### config.mk
export PLATFORM = sky130hd
export DESIGN_NAME = cdr_dma_requester
export DESIGN_NICKNAME = d
export VERILOG_FILES = /design/src/rtl/cdr_pkg.sv /design/src/rtl/cdr_cfg_regs.sv /design/src/rtl/cdr_hit_qual.sv /design/src/rtl/cdr_req_track.sv /design/src/rtl/cdr_dma_requester.sv
export SDC_FILE = /design/constraint.sdc
export NUM_CORES = 1
export LEC_CHECK = 0
export ABC_CLOCK_PERIOD_IN_PS = 2100
export CAP_MARGIN = 20
export CORE_ASPECT_RATIO = 0.8
export CORE_MARGIN = 5
export CORE_UTILIZATION = 45
export DETAILED_ROUTE_END_ITERATION = 10
export PLACE_DENSITY = 0.76
export SLEW_MARGIN = 20
export SYNTH_ARGS = -nofsm -noshare
export SYNTH_HDL_FRONTEND = slang
export SYNTH_SLANG_ARGS = --single-unit
### constraint.sdc
create_clock -name clk -period 2.1 [get_ports clk]
set_input_delay 0.42 -clock clk [delete_from_list [all_inputs] [get_ports clk]]
set_output_delay 0.42 -clock clk [all_outputs]
set_load 0.02 [all_outputs]
### src/rtl/cdr_pkg.sv
package cdr_pkg;

  localparam int unsigned CTRL_ADDR    = 0;
  localparam int unsigned CTRL_EN_BIT  = 0;
  localparam int unsigned CTRL_COR_BIT = 1;

  typedef struct packed {
    logic cor;
    logic en;
  } cdr_ctrl_t;

  // Select one bit of a (zero-extended) vector; out-of-range indices read 0.
  function automatic logic pick_bit(input logic [63:0] vec, input int unsigned idx);
    logic [5:0] sel;
    sel = idx[5:0];
    return (idx < 64) ? vec[sel] : 1'b0;
  endfunction

  // True when two (kind, channel) pairs name the same slot.
  function automatic logic same_slot(input int unsigned ta, input int unsigned ca,
                                     input int unsigned tb, input int unsigned cb);
    return (ta == tb) && (ca == cb);
  endfunction

endpackage

### src/rtl/cdr_cfg_regs.sv
module cdr_cfg_regs
  import cdr_pkg::*;
#(
  parameter int unsigned NUM_TYPES = 2,
  parameter int unsigned CHANS     = 16,
  parameter int unsigned AW        = $clog2(NUM_TYPES + 1)
) (
  input  logic                            clk,
  input  logic                            rst_n,
  input  logic                            wr_en,
  input  logic [AW-1:0]                   wr_addr,
  input  logic [CHANS-1:0]                wr_data,
  input  logic                            conv_busy,
  output cdr_ctrl_t                       ctrl_q,
  output logic [NUM_TYPES-1:0][CHANS-1:0] mask_q
);

  logic ctrl_sel;
  assign ctrl_sel = wr_en && (wr_addr == AW'(CTRL_ADDR));

  always_ff @(posedge clk) begin
    if (!rst_n) begin
      ctrl_q <= '0;
    end else if (ctrl_sel) begin
      ctrl_q.en  <= wr_data[CTRL_EN_BIT];
      ctrl_q.cor <= wr_data[CTRL_COR_BIT];
    end
  end

  for (genvar t = 0; t < NUM_TYPES; t++) begin : g_mask
    logic mask_sel;
    logic mask_take;
    assign mask_sel  = wr_en && (wr_addr == AW'(t + 1));
    assign mask_take = mask_sel && !conv_busy;

    always_ff @(posedge clk) begin
      if (!rst_n) mask_q[t] <= '0;
      else if (mask_take) mask_q[t] <= wr_data;
    end

    // mask frozen against writes during a conversion
    p_mask_frozen_r5: assert property (@(posedge clk) disable iff (!rst_n)
      (mask_sel && conv_busy) |=> $stable(mask_q[t]));
  end

endmodule

### src/rtl/cdr_hit_qual.sv
module cdr_hit_qual
  import cdr_pkg::*;
#(
  parameter int unsigned NUM_TYPES = 2,
  parameter int unsigned CHANS     = 16,
  parameter int unsigned TW        = $clog2(NUM_TYPES),
  parameter int unsigned CW        = $clog2(CHANS)
) (
  input  logic                            en,
  input  logic [NUM_TYPES-1:0][CHANS-1:0] mask,
  input  logic                            conv_done,
  input  logic [TW-1:0]                   conv_type,
  input  logic [CW-1:0]                   conv_chan,
  output logic                            hit
);

  logic [CHANS-1:0] row;

  always_comb begin
    row = '0;
    for (int t = 0; t < NUM_TYPES; t++) begin
      if (int'(conv_type) == t) row = mask[t];
    end
    hit = conv_done && en && pick_bit(64'(row), int'(conv_chan));
  end

endmodule

### src/rtl/cdr_req_track.sv
module cdr_req_track
  import cdr_pkg::*;
#(
  parameter int unsigned TW = 1,
  parameter int unsigned CW = 4
) (
  input  logic          clk,
  input  logic          rst_n,
  input  logic          en,
  input  logic          cor,
  input  logic          hit,
  input  logic [TW-1:0] conv_type,
  input  logic [CW-1:0] conv_chan,
  input  logic          rd_en,
  input  logic [TW-1:0] rd_type,
  input  logic [CW-1:0] rd_chan,
  input  logic          dma_ack,
  output logic          pend_q,
  output logic [TW-1:0] type_q,
  output logic [CW-1:0] chan_q,
  output logic          ovr_q
);

  logic rd_match;
  logic clr_evt;
  logic ovr_evt;

  assign rd_match = cor && rd_en && pend_q &&
                    same_slot(int'(rd_type), int'(rd_chan), int'(type_q), int'(chan_q));
  assign clr_evt  = dma_ack || !en || rd_match;
  assign ovr_evt  = hit && pend_q && !clr_evt;

  always_ff @(posedge clk) begin
    if (!rst_n) begin
      pend_q <= 1'b0;
      type_q <= '0;
      chan_q <= '0;
      ovr_q  <= 1'b0;
    end else if (hit) begin
      pend_q <= 1'b1;
      type_q <= conv_type;
      chan_q <= conv_chan;
      ovr_q  <= ovr_evt;
    end else if (clr_evt) begin
      pend_q <= 1'b0;
      ovr_q  <= 1'b0;
    end
  end

  // a qualifying conversion is captured on the next cycle
  p_capture_r1: assert property (@(posedge clk) disable iff (!rst_n)
    hit |=> (pend_q && type_q == $past(conv_type) && chan_q == $past(conv_chan)));

  // acknowledge withdraws the request
  p_ack_clears_r6: assert property (@(posedge clk) disable iff (!rst_n)
    (dma_ack && !hit) |=> (!pend_q && !ovr_q));

  // without clear-on-read a waiting request survives bus reads
  p_read_no_clear_r7: assert property (@(posedge clk) disable iff (!rst_n)
    (pend_q && !cor && !dma_ack && en && !hit) |=> pend_q);

  // replacement of waiting data flags overrun
  p_overrun_set_r8: assert property (@(posedge clk) disable iff (!rst_n)
    (hit && pend_q && !dma_ack && en && !rd_en) |=> ovr_q);

  // new strobe beats withdrawal
  p_set_wins_r9: assert property (@(posedge clk) disable iff (!rst_n)
    (hit && dma_ack) |=> (pend_q && !ovr_q));

endmodule

### src/rtl/cdr_dma_requester.sv
module cdr_dma_requester
  import cdr_pkg::*;
#(
  parameter int unsigned NUM_TYPES = 2,
  parameter int unsigned CHANS     = 16,
  parameter int unsigned TW        = $clog2(NUM_TYPES),
  parameter int unsigned CW        = $clog2(CHANS),
  parameter int unsigned AW        = $clog2(NUM_TYPES + 1)
) (
  input  logic             clk,
  input  logic             rst_n,
  input  logic             wr_en,
  input  logic [AW-1:0]    wr_addr,
  input  logic [CHANS-1:0] wr_data,
  input  logic             conv_busy,
  input  logic             conv_done,
  input  logic [TW-1:0]    conv_type,
  input  logic [CW-1:0]    conv_chan,
  input  logic             rd_en,
  input  logic [TW-1:0]    rd_type,
  input  logic [CW-1:0]    rd_chan,
  input  logic             dma_ack,
  output logic             dma_req,
  output logic [TW-1:0]    req_type,
  output logic [CW-1:0]    req_chan,
  output logic             overrun
);

  cdr_ctrl_t                       ctrl_q;
  logic [NUM_TYPES-1:0][CHANS-1:0] mask_q;
  logic                            hit;

  cdr_cfg_regs #(.NUM_TYPES(NUM_TYPES), .CHANS(CHANS), .AW(AW)) u_cfg (
    .clk       (clk),
    .rst_n     (rst_n),
    .wr_en     (wr_en),
    .wr_addr   (wr_addr),
    .wr_data   (wr_data),
    .conv_busy (conv_busy),
    .ctrl_q    (ctrl_q),
    .mask_q    (mask_q)
  );

  cdr_hit_qual #(.NUM_TYPES(NUM_TYPES), .CHANS(CHANS), .TW(TW), .CW(CW)) u_qual (
    .en        (ctrl_q.en),
    .mask      (mask_q),
    .conv_done (conv_done),
    .conv_type (conv_type),
    .conv_chan (conv_chan),
    .hit       (hit)
  );

  cdr_req_track #(.TW(TW), .CW(CW)) u_track (
    .clk       (clk),
    .rst_n     (rst_n),
    .en        (ctrl_q.en),
    .cor       (ctrl_q.cor),
    .hit       (hit),
    .conv_type (conv_type),
    .conv_chan (conv_chan),
    .rd_en     (rd_en),
    .rd_type   (rd_type),
    .rd_chan   (rd_chan),
    .dma_ack   (dma_ack),
    .pend_q    (dma_req),
    .type_q    (req_type),
    .chan_q    (req_chan),
    .ovr_q     (overrun)
  );

  // a disabled block holds no request one cycle on
  p_disable_drops_r3: assert property (@(posedge clk) disable iff (!rst_n)
    !ctrl_q.en |=> !dma_req);

  // overrun never stands alone
  p_ovr_with_req_r8: assert property (@(posedge clk) disable iff (!rst_n)
    overrun |-> dma_req);

  // an unselected channel raises nothing from idle
  p_unmasked_quiet_r2: assert property (@(posedge clk) disable iff (!rst_n)
    (!dma_req && !hit) |=> !dma_req);

endmodule

==> results of run 1 <==
## power breakdown
part           switching [mW]  leakage [nW]  internal (mW)
logic                  0.0758         0.592          0.113
clock network           0.263        0.0450          0.230
registers             0.00847         0.332          0.792
## per-stage QoR
stage / setup WS (ns) / power [mW] / area [um2] / TNS [ns] / instances
floorplan: 0.1229 / 0.8974 / 1954 / 0 / 215
global route: 0.01961 / 1.550 / 2595 / 0 / 323
global placement: -0.4594 / 1.002 / 2485 / -3.143 / 312
finish: 0.07288 / 1.482 / 2595 / 0 / 323
detailed placement: -0.5038 / 1.005 / 2485 / -3.384 / 312
CTS: 0.05530 / 1.495 / 2603 / 0 / 324
## cell usage after synthesis, drive strengths merged
cell,instances
nor2b,4
nor3b,1
a31o,1
a21boi,33
o21ai,1
nor4,1
mux4,6
mux2,1
a311oi,1
nand3b,3
nand2,76
clkbuf,11
buf,3
and3,1
nand4b,1
nand2b,1
dfxtp,41
nand3,1
and3b,2
and2,1
xor2,5
o31ai,1
a221oi,1
nor2,3
a21oi,1
mux2i,14
## sequential cells by signal, indices dropped and copies added, names as in the netlist
register,cells
u_cfg.mask_q,32
u_track.ovr_q,1
u_track.pend_q,1
u_track.chan_q,4
u_track.type_q,1
u_cfg.ctrl_q,2
## repair_timing
item | in CTS | in global routing
setup buffers | 4 | 0
gates resized for setup | 7 | 2
setup endpoints to repair | 7 | 4
pin swaps | 2 | 1
## critical path, cell delays in order
cell                              delay [ns]
sky130_fd_sc_hd__clkdlybuf4s15_1        0.20
sky130_fd_sc_hd__buf_12                 0.16
sky130_fd_sc_hd__mux2i_1                0.11
sky130_fd_sc_hd__mux4_2                 0.50
sky130_fd_sc_hd__a221oi_4               0.35
sky130_fd_sc_hd__o31ai_4                0.12
sky130_fd_sc_hd__buf_6                  0.15
sky130_fd_sc_hd__a31o_1                 0.21
## layer usage
metal / GRT usage / vias up / part of all wire
li1: - / 827 / -
met1: 0.2036 / 728 / 0.49
met4: 0.07028 / 0 / 0.014
met2: 0.2728 / 40 / 0.44
met3: 0.04988 / 7 / 0.061
met5: 0 / - / 0
## cells in the final DEF, fill, tap and decap left out, drive strengths merged, types with 4 or more instances in the layout
cell,netlist,layout
a21boi,33,33
nand2,76,76
dfxtp,41,41
buf,3,16
clkbuf,11,6
xor2,5,5
mux2i,14,14
mux4,6,6
clkdlybuf4s50,0,39
nor2b,4,4
## logic make-up (layout without fill, tap and decap cells)
kind of cell	count (synthesis)	in the layout	synth area share
AO/OA/AOI/OAI	39	39	0.1652
flip-flops	41	41	0.4200
AND/OR/NAND/NOR	95	95	0.2087
XOR/XNOR	5	5	0.02241
buffers and inverters	14	65	0.03137
multiplexers	21	21	0.1524
## final timing paths
path	startpoint	endpoint	slack (ns)	cells after the start
worst max register to register	u_cfg.mask_q[27]$_SDFFE_PN0P_	u_track.chan_q[3]$_SDFFE_PN0P_	0.26	6
worst min register to register	u_cfg.mask_q[26]$_SDFFE_PN0P_	u_cfg.mask_q[26]$_SDFFE_PN0P_	0.46	2
worst max-delay path	conv_chan[0]	u_track.chan_q[3]$_SDFFE_PN0P_	0.07	8
worst min-delay path	u_cfg.mask_q[26]$_SDFFE_PN0P_	u_cfg.mask_q[26]$_SDFFE_PN0P_	0.46	2
## layout make-up
cell class	instances	area [um2]
clock buffer	6	72.57
clock inverter	2	10.01
timing repair buffer	57	549.3
sequential	41	820.8
fill	371	1609
tap	57	71.32
multi-input combinational	160	1071
==> summary.md, run 1 <==
| Metric | Value |
|---|---|
| Number of nets in the finished design | 300 |
| Critical Path Start Type | input port |
| Average routed wire per standard cell | 13.72 um |
| Power per standard cell area | 571.2 mW/mm2 |
| Portion of the clock cycle consumed by the worst path in the final layout | 0.9653 |
| TritonCTS clock tree | yes |
| Area enclosed by the die boundary | 0.005769 mm2 |
| Reported max-cap violation count | 0 |
| Worst clock skew on the final layout | 0.005042 ns |
| Time the worst path needs with I/O delays and setup | 2.027 ns |
| Final number of max-transition violations | 0 |
| Syn Nets | 250 |
| Number of antenna violations at the first check in global routing | 0 |
| CTS Hold Buffers Added | 0 |
| Antenna cell count | 0 |
| CTS clock-pin slew for the worst setup and hold paths | 0.07 ns |
| Endpoint required time on the critical path | 2.29 ns |
| Routed via count | 1,602 |
| Distinct cell type count of the synthesized netlist | 30 |
| Post-synthesis instance area | 0.001954 mm2 |
| Number of buffers on the longest clock path | 2 |
| TritonCTS Buffers | 5 |
| Total grt overflow | 0 |
| Count of final setup violators | 0 |
| Total wirelength of the detailed-routed design | 4430 um |
| Total Routing Usage GR | 0.1650 |
| First-pass GRT wire length | 7431 um |
| Root Buffer | sky130_fd_sc_hd__clkbuf_8 |
| GP Congestion | 0.7313 |
| P&R area growth vs syn | 32.78% |
| Arrival @ worst endpoint | 2.21 ns |
| Remaining routing DRC violations | 0 |
| Worst IR drop on VDD | 0.3688 mV |
| Mean post-synth cell area | 9.090 um2 |
| Hold crit path type | register to register |
| Sink count of the clock tree | 41 |
| Worst hold slack | 0.4638 ns |
| Maximum number of pins on one net before global-route repair | 19 |
| Slew at the pin with the worst max-slew slack | 0.4154 ns |
| Max H-tree Level | 2 |
| Leak Pwr | 0.9683 nW |
| Critical path start-end classification | input port to register |
| Number of global-route vias before repair | 1,544 |
| DR vias/cell | 4.960 |
| Cell type contributing the most total cell area after synthesis | sky130_fd_sc_hd__dfxtp_1 |
| RSZ-0062 raised after global routing | no |
| Post-DP HPWL | 3285 um |
| Remaining antenna violation count | 0 |
| Port Buffers | 41 |
| Die Span X | 83.68 um |
| Core footprint | 0.004204 mm2 |
| Post-synthesis cell count | 215 |
| Outcome | complete, no violations |
| Pre-Repair DR Iteration Count | 4 |
| Die height | 68.95 um |
| Share of final-layout standard cells stronger than drive strength 1 | 0.1165 |
| Number of top-level design ports | 42 |
| Count of final hold-check violations | 0 |
| Row Count | 21 |
| Initial standard-cell utilization of the core | 0.4649 |
| Flip-flop and latch count after synthesis | 41 |
| Area contributors post-synth | sky130_fd_sc_hd__dfxtp_1 42%, sky130_fd_sc_hd__nand2_1 15%, sky130_fd_sc_hd__a21boi_0 12% |
| Endpoint type of the worst setup path | register |
| Fraction of synthesized cell area taken by the top area cell type | 0.4200 |
| Sequential element share of the synthesized area | 0.4200 |
| Clock latency of the later-clocked register in the worst-skew pair | 0.29 ns |
| Util after Layout | 0.6173 |
| Achievable Freq | 0.4933 GHz |
| Synthesis Warnings | 0 |
| Number of DRC markers in iteration 0 | 78 |
| Max-slew headroom at the worst pin | 0.7212 |
| Highest net fanout along the worst path | 12 |
No activity file was read; power rests on OpenSTA's default activity.
==> inputs of run 2 (changes only) <==
--- a/config.mk
+++ b/config.mk
@@ -8,11 +8,11 @@
 export ABC_CLOCK_PERIOD_IN_PS = 2100
 export CAP_MARGIN = 20
 export CORE_ASPECT_RATIO = 0.8
-export CORE_MARGIN = 5
+export CORE_MARGIN = 4
 export CORE_UTILIZATION = 45
 export DETAILED_ROUTE_END_ITERATION = 10
-export PLACE_DENSITY = 0.76
-export SLEW_MARGIN = 20
+export PLACE_DENSITY_LB_ADDON = 0.12
+export SLEW_MARGIN = 10
 export SYNTH_ARGS = -nofsm -noshare
 export SYNTH_HDL_FRONTEND = slang
 export SYNTH_SLANG_ARGS = --single-unit
==> run 2 against run 1 <==
Total power up 5.4%. Combinational power up 3%. Count of clock-buffer cells in the layout up 1. Clock skew up 0.0020 ns. Maximum frequency down 0.68%.
==> summary.md, run 2 (same netlist as run 1, synthesis figures left out) <==
| Metric | Value |
|---|---|
| Outcome | complete, no violations |
| Core footprint | 0.004178 mm2 (-0.62%) |
| Number of top-level design ports | 42 (unchanged) |
| Most common cell after layout, fill and taps aside | sky130_fd_sc_hd__nand2_1 |
| TritonCTS clock tree | yes |
| Number of cells in the finished layout apart from fillers | 323 (unchanged) |
| Arrival @ worst endpoint | 2.22 ns (about the same) |
| Leak Pwr | 0.9786 nW (+1.1%) |
| Maximum number of pins on one net before global-route repair | 22 (+3) |
| Reported max-cap violation count | 0 (unchanged) |
| RSZ-0062 raised after global routing | no |
| Average routed wire per standard cell | 14.16 um (+3.3%) |
| Endpoint type of the worst setup path | register |
| Achievable Freq | 0.4900 GHz (-0.68%) |
| Area used by multi-input combinational logic | 0.001076 mm2 (+0.47%) |
| Time the worst path needs with I/O delays and setup | 2.041 ns (+0.01381 ns) |
| Sequential cell area | 820.8 um2 (unchanged) |
| Total grt overflow | 0 (unchanged) |
| TritonCTS Buffers | 5 (unchanged) |
| Number of antenna violations at the first check in global routing | 0 (unchanged) |
| P&R area growth vs syn | 34.89% |
| Number of global-route vias before repair | 1,438 (-6.9%) |
| Critical Path Start Type | input port |
| Die Span X | 81.68 um (-2.4%) |
| Antenna cell count | 0 (unchanged) |
| Hold crit path type | register to register |
| Max-slew headroom at the worst pin | 0.6748 (-0.04639) |
| Share of final-layout standard cells stronger than drive strength 1 | 0.1241 (+0.007519) |
| Total Routing Usage GR | 0.1780 (+0.01302) |
| Portion of the clock cycle consumed by the worst path in the final layout | 0.9719 (+0.006575) |
| Routed via count | 1,601 (-0.062%) |
| Worst clock skew on the final layout | 0.007030 ns (+0.001988 ns) |
| First-pass GRT wire length | 7127 um (-4.1%) |
| Number of DRC markers in iteration 0 | 82 (+5.1%) |
| Final Power | 1.562 mW (+5.4%) |
| Number of nets in the finished design | 300 (unchanged) |
| Final number of max-transition violations | 0 (unchanged) |
| Row Count | 21 (unchanged) |
| Max H-tree Level | 2 (unchanged) |
| Final-layout fill cell count | 363 (-2.2%) |
| Util after Layout | 0.6310 (+0.01377) |
| DR vias/cell | 4.957 (about the same) |
| Count of final hold-check violations | 0 (unchanged) |
| Initial standard-cell utilization of the core | 0.4678 (+0.002924) |
| Sink count of the clock tree | 41 (unchanged) |
| Die height | 66.95 um (-2.9%) |
| Flip-flop count of the largest register, all copies and words added | 32 (unchanged) |
| Power per standard cell area | 592.6 mW/mm2 (+3.7%) |
| Largest Register | u_cfg.mask_q |
| GP Congestion | 0.7833 (+7.1%) |
| CTS clock-pin slew for the worst setup and hold paths | 0.08 ns (about the same) |
| Remaining antenna violation count | 0 (unchanged) |
| Remaining routing DRC violations | 0 (unchanged) |
| Top library cells by usage in the layout, fill and taps aside | 76 x sky130_fd_sc_hd__nand2_1, 41 x sky130_fd_sc_hd__dfxtp_1, 39 x sky130_fd_sc_hd__clkdlybuf4s50_1 |
| Worst IR drop on VDD | 0.3277 mV (-11%) |
| Total wirelength of the detailed-routed design | 4575 um (+3.3%) |
| Endpoint required time on the critical path | 2.28 ns (about the same) |
| Placed insts | 312 (unchanged) |
| Critical path start-end classification | input port to register |
| Root Buffer | sky130_fd_sc_hd__clkbuf_8 |
| Number of buffers on the longest clock path | 2 (unchanged) |
| Post-DP HPWL | 3277 um (-0.27%) |
| Count of final setup violators | 0 (unchanged) |
| Pre-Repair DR Iteration Count | 4 (unchanged) |
| Top flop regs | u_cfg.mask_q x32, u_track.chan_q x4, u_cfg.ctrl_q x2 |
| Highest net fanout along the worst path | 7 (-5) |
| Clock latency of the later-clocked register in the worst-skew pair | 0.29 ns (about the same) |
| Area enclosed by the die boundary | 0.005468 mm2 (-5.2%) |
| Slew at the pin with the worst max-slew slack | 0.4868 ns (+0.07134 ns) |
| Port Buffers | 41 (unchanged) |
==> run 2: changes by cell type in the layout (fill, tap and decap cells not counted), sizes merged <==
cell	change
clkinv	-1
clkbuf	+1
==> run 2: power by group <==
part           switching [mW]  internal, mW
logic                  0.0779         0.116
clock network           0.271         0.297
registers             0.00846         0.792
total                   0.357          1.21
==> run 2: path summary, 6_finish.rpt <==
check | startpoint | to | slack [ns] | cells past startpoint
setup / recovery | conv_chan[0] | u_track.chan_q[3]$_SDFFE_PN0P_ | 0.06 | 8
hold / removal | u_cfg.mask_q[5]$_SDFFE_PN0P_ | u_cfg.mask_q[5]$_SDFFE_PN0P_ | 0.46 | 2
setup reg to reg | u_cfg.mask_q[9]$_SDFFE_PN0P_ | u_track.chan_q[3]$_SDFFE_PN0P_ | 0.22 | 6
hold reg to reg | u_cfg.mask_q[5]$_SDFFE_PN0P_ | u_cfg.mask_q[5]$_SDFFE_PN0P_ | 0.46 | 2
==> run 2: timing repair <==
action	4_1_cts	5_1_grt
setup buffers	3	1
setup endpoints to repair	7	2
hold buffers	0	0
resized for setup	5	2
endpoints found under the hold margin	0	0
pin swaps	2	3
==> run 2: critical path: stages <==
cell and delay, ns:
sky130_fd_sc_hd__clkdlybuf4s15_1 0.20, sky130_fd_sc_hd__buf_12 0.15, sky130_fd_sc_hd__mux2i_1 0.11, sky130_fd_sc_hd__mux4_2 0.50, sky130_fd_sc_hd__a221oi_4 0.34, sky130_fd_sc_hd__o31ai_4 0.13
sky130_fd_sc_hd__buf_12 0.16, sky130_fd_sc_hd__a31o_1 0.21
==> run 2: layout make-up <==
class | instances | area share
Tap cell | 57 | 0.02705
Clock buffer | 7 | 0.03654
Timing Repair Buffer | 57 | 0.2150
Clock inverter | 1 | 0.001898
Multi-Input combinational cell | 160 | 0.4082
Sequential cell | 41 | 0.3113
==> run 2: layer usage <==
layer	share of wire	vias up	track usage
li1	-	825	-
met5	0	-	0
met3	0.049	7	0.04054
met1	0.50	741	0.2508
met4	0.012	0	0.06432
met2	0.44	28	0.2642
==> run 2: stage by stage <==
step	worst slack (ns)	hold WS [ns]	setup TNS, ns	area, um2
2_1_floorplan	0.1229	0.4386	0	1954
3_3_place_gp	-0.4456	0.4484	-3.036	2497
3_5_place_dp	-0.5196	0.4530	-3.413	2497
4_1_cts	0.004423	0.4641	0	2631
5_1_grt	0.005479	0.4795	0	2636
6_report	0.05907	0.4634	0	2636
==> inputs of run 3 (changes only) <==
--- a/config.mk
+++ b/config.mk
@@ -11,8 +11,11 @@
 export CORE_MARGIN = 4
 export CORE_UTILIZATION = 45
 export DETAILED_ROUTE_END_ITERATION = 10
+export GPL_TIMING_DRIVEN = 0
+export HOLD_SLACK_MARGIN = 0.06
 export PLACE_DENSITY_LB_ADDON = 0.12
 export SLEW_MARGIN = 10
 export SYNTH_ARGS = -nofsm -noshare
 export SYNTH_HDL_FRONTEND = slang
 export SYNTH_SLANG_ARGS = --single-unit
+export TNS_END_PERCENT = 20
==> run 3 against run 2 <==
Count of clock-buffer cells in the layout is the same. Cell area is 5.2% lower. Total power down 5.4%. Critical path depth decreased by 2. First-iteration DRC count down 27%. Register-to-register slack better by 0.03 ns. Non-clock buffer count decreased by 4.
==> summary.md, run 3 (same netlist as run 1, synthesis figures left out) <==
| Metric | Value |
|---|---|
| Core footprint | 0.004178 mm2 (unchanged) |
| Post-DP HPWL | 3350 um (+2.3%) |
| CTS clock-pin slew for the worst setup and hold paths | 0.08 ns (about the same) |
| Port Buffers | 38 (-7.3%) |
| First-pass GRT wire length | 7024 um (-1.4%) |
| Area enclosed by the die boundary | 0.005468 mm2 (unchanged) |
| GP Congestion | 0.7329 (-6.4%) |
| Leak Pwr | 0.9073 nW (-7.3%) |
| Minimum setup slack after placement | -0.5700 ns (-0.05043 ns) |
| DR vias/cell | 5.038 (+1.6%) |
| Antenna cell count | 0 (unchanged) |
| Critical Path Start Type | input port |
| Max H-tree Level | 2 (unchanged) |
| Number of global-route vias before repair | 1,424 (-0.97%) |
| NetSw | 0.3530 mW (-1.1%) |
| Root Buffer | sky130_fd_sc_hd__clkbuf_8 |
| Fin area | 0.002499 mm2 (-5.2%) |
| Hold crit path type | register to register |
| Sink count of the clock tree | 41 (unchanged) |
| P&R area growth vs syn | 27.85% |
| Top library cells by usage in the layout, fill and taps aside | 76 x sky130_fd_sc_hd__nand2_1, 41 x sky130_fd_sc_hd__dfxtp_1, 37 x sky130_fd_sc_hd__clkdlybuf4s50_1 |
| Endpoint required time on the critical path | 2.32 ns (+0.04 ns) |
| Portion of the clock cycle consumed by the worst path in the final layout | 0.9380 (-0.03387) |
| TritonCTS clock tree | yes |
| Worst IR drop on VDD | 0.3763 mV (+15%) |
| Count of final setup violators | 0 (unchanged) |
| Remaining antenna violation count | 0 (unchanged) |
| Setup ws final | 0.1302 ns (+0.07114 ns) |
| Outcome | complete, no violations |
| Row Count | 21 (unchanged) |
| Gate power share | 0.118 (-0.006) |
| Power per standard cell area | 591.5 mW/mm2 (-0.19%) |
| Share of final-layout standard cells stronger than drive strength 1 | 0.07252 (-0.05154) |
| Util after Layout | 0.5981 (-0.03294) |
| Achievable Freq | 0.5077 GHz (+3.6%) |
| Count of final hold-check violations | 0 (unchanged) |
| Highest net fanout along the worst path | 9 (+2) |
| Total grt overflow | 0 (unchanged) |
| Number of top-level design ports | 42 (unchanged) |
| Top flop regs | u_cfg.mask_q x32, u_track.chan_q x4, u_cfg.ctrl_q x2 |
| CTS Hold Buffers Added | 0 (unchanged) |
| Number of DRC markers in iteration 0 | 60 (-27%) |
| Routed via count | 1,607 (+0.37%) |
| Initial standard-cell utilization of the core | 0.4678 (unchanged) |
| Cell area after placement | 0.002406 mm2 (-3.7%) |
| Worst clock skew on the final layout | 0.009269 ns (+0.002238 ns) |
| Number of nets in the finished design | 296 (-1.3%) |
| Arrival @ worst endpoint | 2.19 ns (-0.03 ns) |
| Setup_tns | 0 ns (unchanged) |
| Die Span X | 81.68 um (unchanged) |
| Sequential cell fraction of total power | 0.541 (+0.029) |
| Total wirelength of the detailed-routed design | 4540 um (-0.77%) |
| Total Routing Usage GR | 0.1723 (-0.005675) |
| Time the worst path needs with I/O delays and setup | 1.970 ns (-0.07114 ns) |
| Flip-flop count of the largest register, all copies and words added | 32 (unchanged) |
| Average routed wire per standard cell | 14.23 um (+0.48%) |
| Die height | 66.95 um (unchanged) |
| Reported max-cap violation count | 0 (unchanged) |
| RSZ-0062 raised after global routing | yes |
| Number of buffers on the longest clock path | 2 (unchanged) |
| Register-to-Register Setup Slack | 0.25 ns (+0.03 ns) |
| Slew at the pin with the worst max-slew slack | 0.5128 ns (+0.02604 ns) |
| Final number of max-transition violations | 0 (unchanged) |
| Pre-Repair DR Iteration Count | 4 (unchanged) |
| Internal Power | 1.125 mW (-6.7%) |
| Most common cell after layout, fill and taps aside | sky130_fd_sc_hd__nand2_1 |
| Power share of the clock group | 0.340 (-0.024) |
| Critical path start-end classification | input port to register |
| Number of antenna violations at the first check in global routing | 0 (unchanged) |
| Largest Register | u_cfg.mask_q |
| Sw Share | 0.2388 (+0.01028) |
| Max-slew headroom at the worst pin | 0.6581 (-0.01666) |
| TritonCTS Buffers | 5 (unchanged) |
| Maximum number of pins on one net before global-route repair | 13 (-41%) |
| Remaining routing DRC violations | 0 (unchanged) |
| Endpoint type of the worst setup path | register |
| Clock latency of the later-clocked register in the worst-skew pair | 0.29 ns (about the same) |
==> run 3: changes by cell type in the layout (fill, tap and decap cells not counted), sizes merged <==
cell and delta:
buf -11, clkbuf +11, clkdlybuf4s50 -2, clkdlybuf4s15 -1
clkinv -1, clkinvlp +1, dlygate4sd2 -1
==> run 3: power groups by stage <==
| stage | sequential [mW] | combinational (mW) | clock (mW) |
|---|---|---|---|
| after floorplan | 0.816 | 0.0812 | 0 |
| after global placement | 0.818 | 0.173 | 0 |
| after detailed placement | 0.818 | 0.173 | 0 |
| after CTS | 0.800 | 0.176 | 0.518 |
| after global routing | 0.801 | 0.189 | 0.550 |
| final | 0.800 | 0.175 | 0.503 |
==> run 3: worst paths after layout <==
path                            depth (start not counted)                          from                             end
worst max-delay path                                    6                     conv_type  u_track.chan_q[2]$_SDFFE_PN0P_
worst min-delay path                                    2    u_track.ovr_q$_SDFFE_PN0P_      u_track.ovr_q$_SDFFE_PN0P_
worst max register to register                          5  u_cfg.mask_q[1]$_SDFFE_PN0P_  u_track.chan_q[2]$_SDFFE_PN0P_
worst min register to register                          2    u_track.ovr_q$_SDFFE_PN0P_      u_track.ovr_q$_SDFFE_PN0P_
==> run 3: what timing repair did <==
item / in CTS / in global routing
pin swaps: 0 / 1
endpoints found under the setup margin: 17 / 22
gates resized for setup: 3 / 5
gates cloned: 0 / 0
buffers inserted: 1 / 0
==> run 3: critical path: stages <==
cell	delay [ns]
sky130_fd_sc_hd__buf_2	0.25
sky130_fd_sc_hd__mux4_2	0.54
sky130_fd_sc_hd__mux2i_1	0.15
sky130_fd_sc_hd__nor2_1	0.08
sky130_fd_sc_hd__o31ai_4	0.49
sky130_fd_sc_hd__mux2i_1	0.25
==> run 3: metal layers <==
metal  vias to the layer above  track usage  part of all wire
met1                       744       0.2581              0.53
met4                         0      0.04979            0.0084
met5                         -            0                 0
met2                        31       0.2409              0.42
met3                         5      0.04189             0.044
li1                        827            -                 -
==> run 3: metrics by stage <==
| stage | instances | total power, mW | hold slack (ns) |
|---|---|---|---|
| floorplan | 215 | 0.8974 | 0.4386 |
| global placement | 310 | 0.9907 | 0.4492 |
| detailed placement | 310 | 0.9915 | 0.4563 |
| CTS | 319 | 1.494 | 0.4662 |
| global route | 319 | 1.540 | 0.4828 |
| finish | 319 | 1.478 | 0.4609 |
==> run 3: layout make-up <==
type	instances	area, um2
fill	408	1679
multi-input combinational	160	1076
sequential	41	820.8
timing repair buffer	39	382.9
clock buffer	7	76.32
tap	57	71.32
buffer	14	63.81
clock inverter	1	7.507
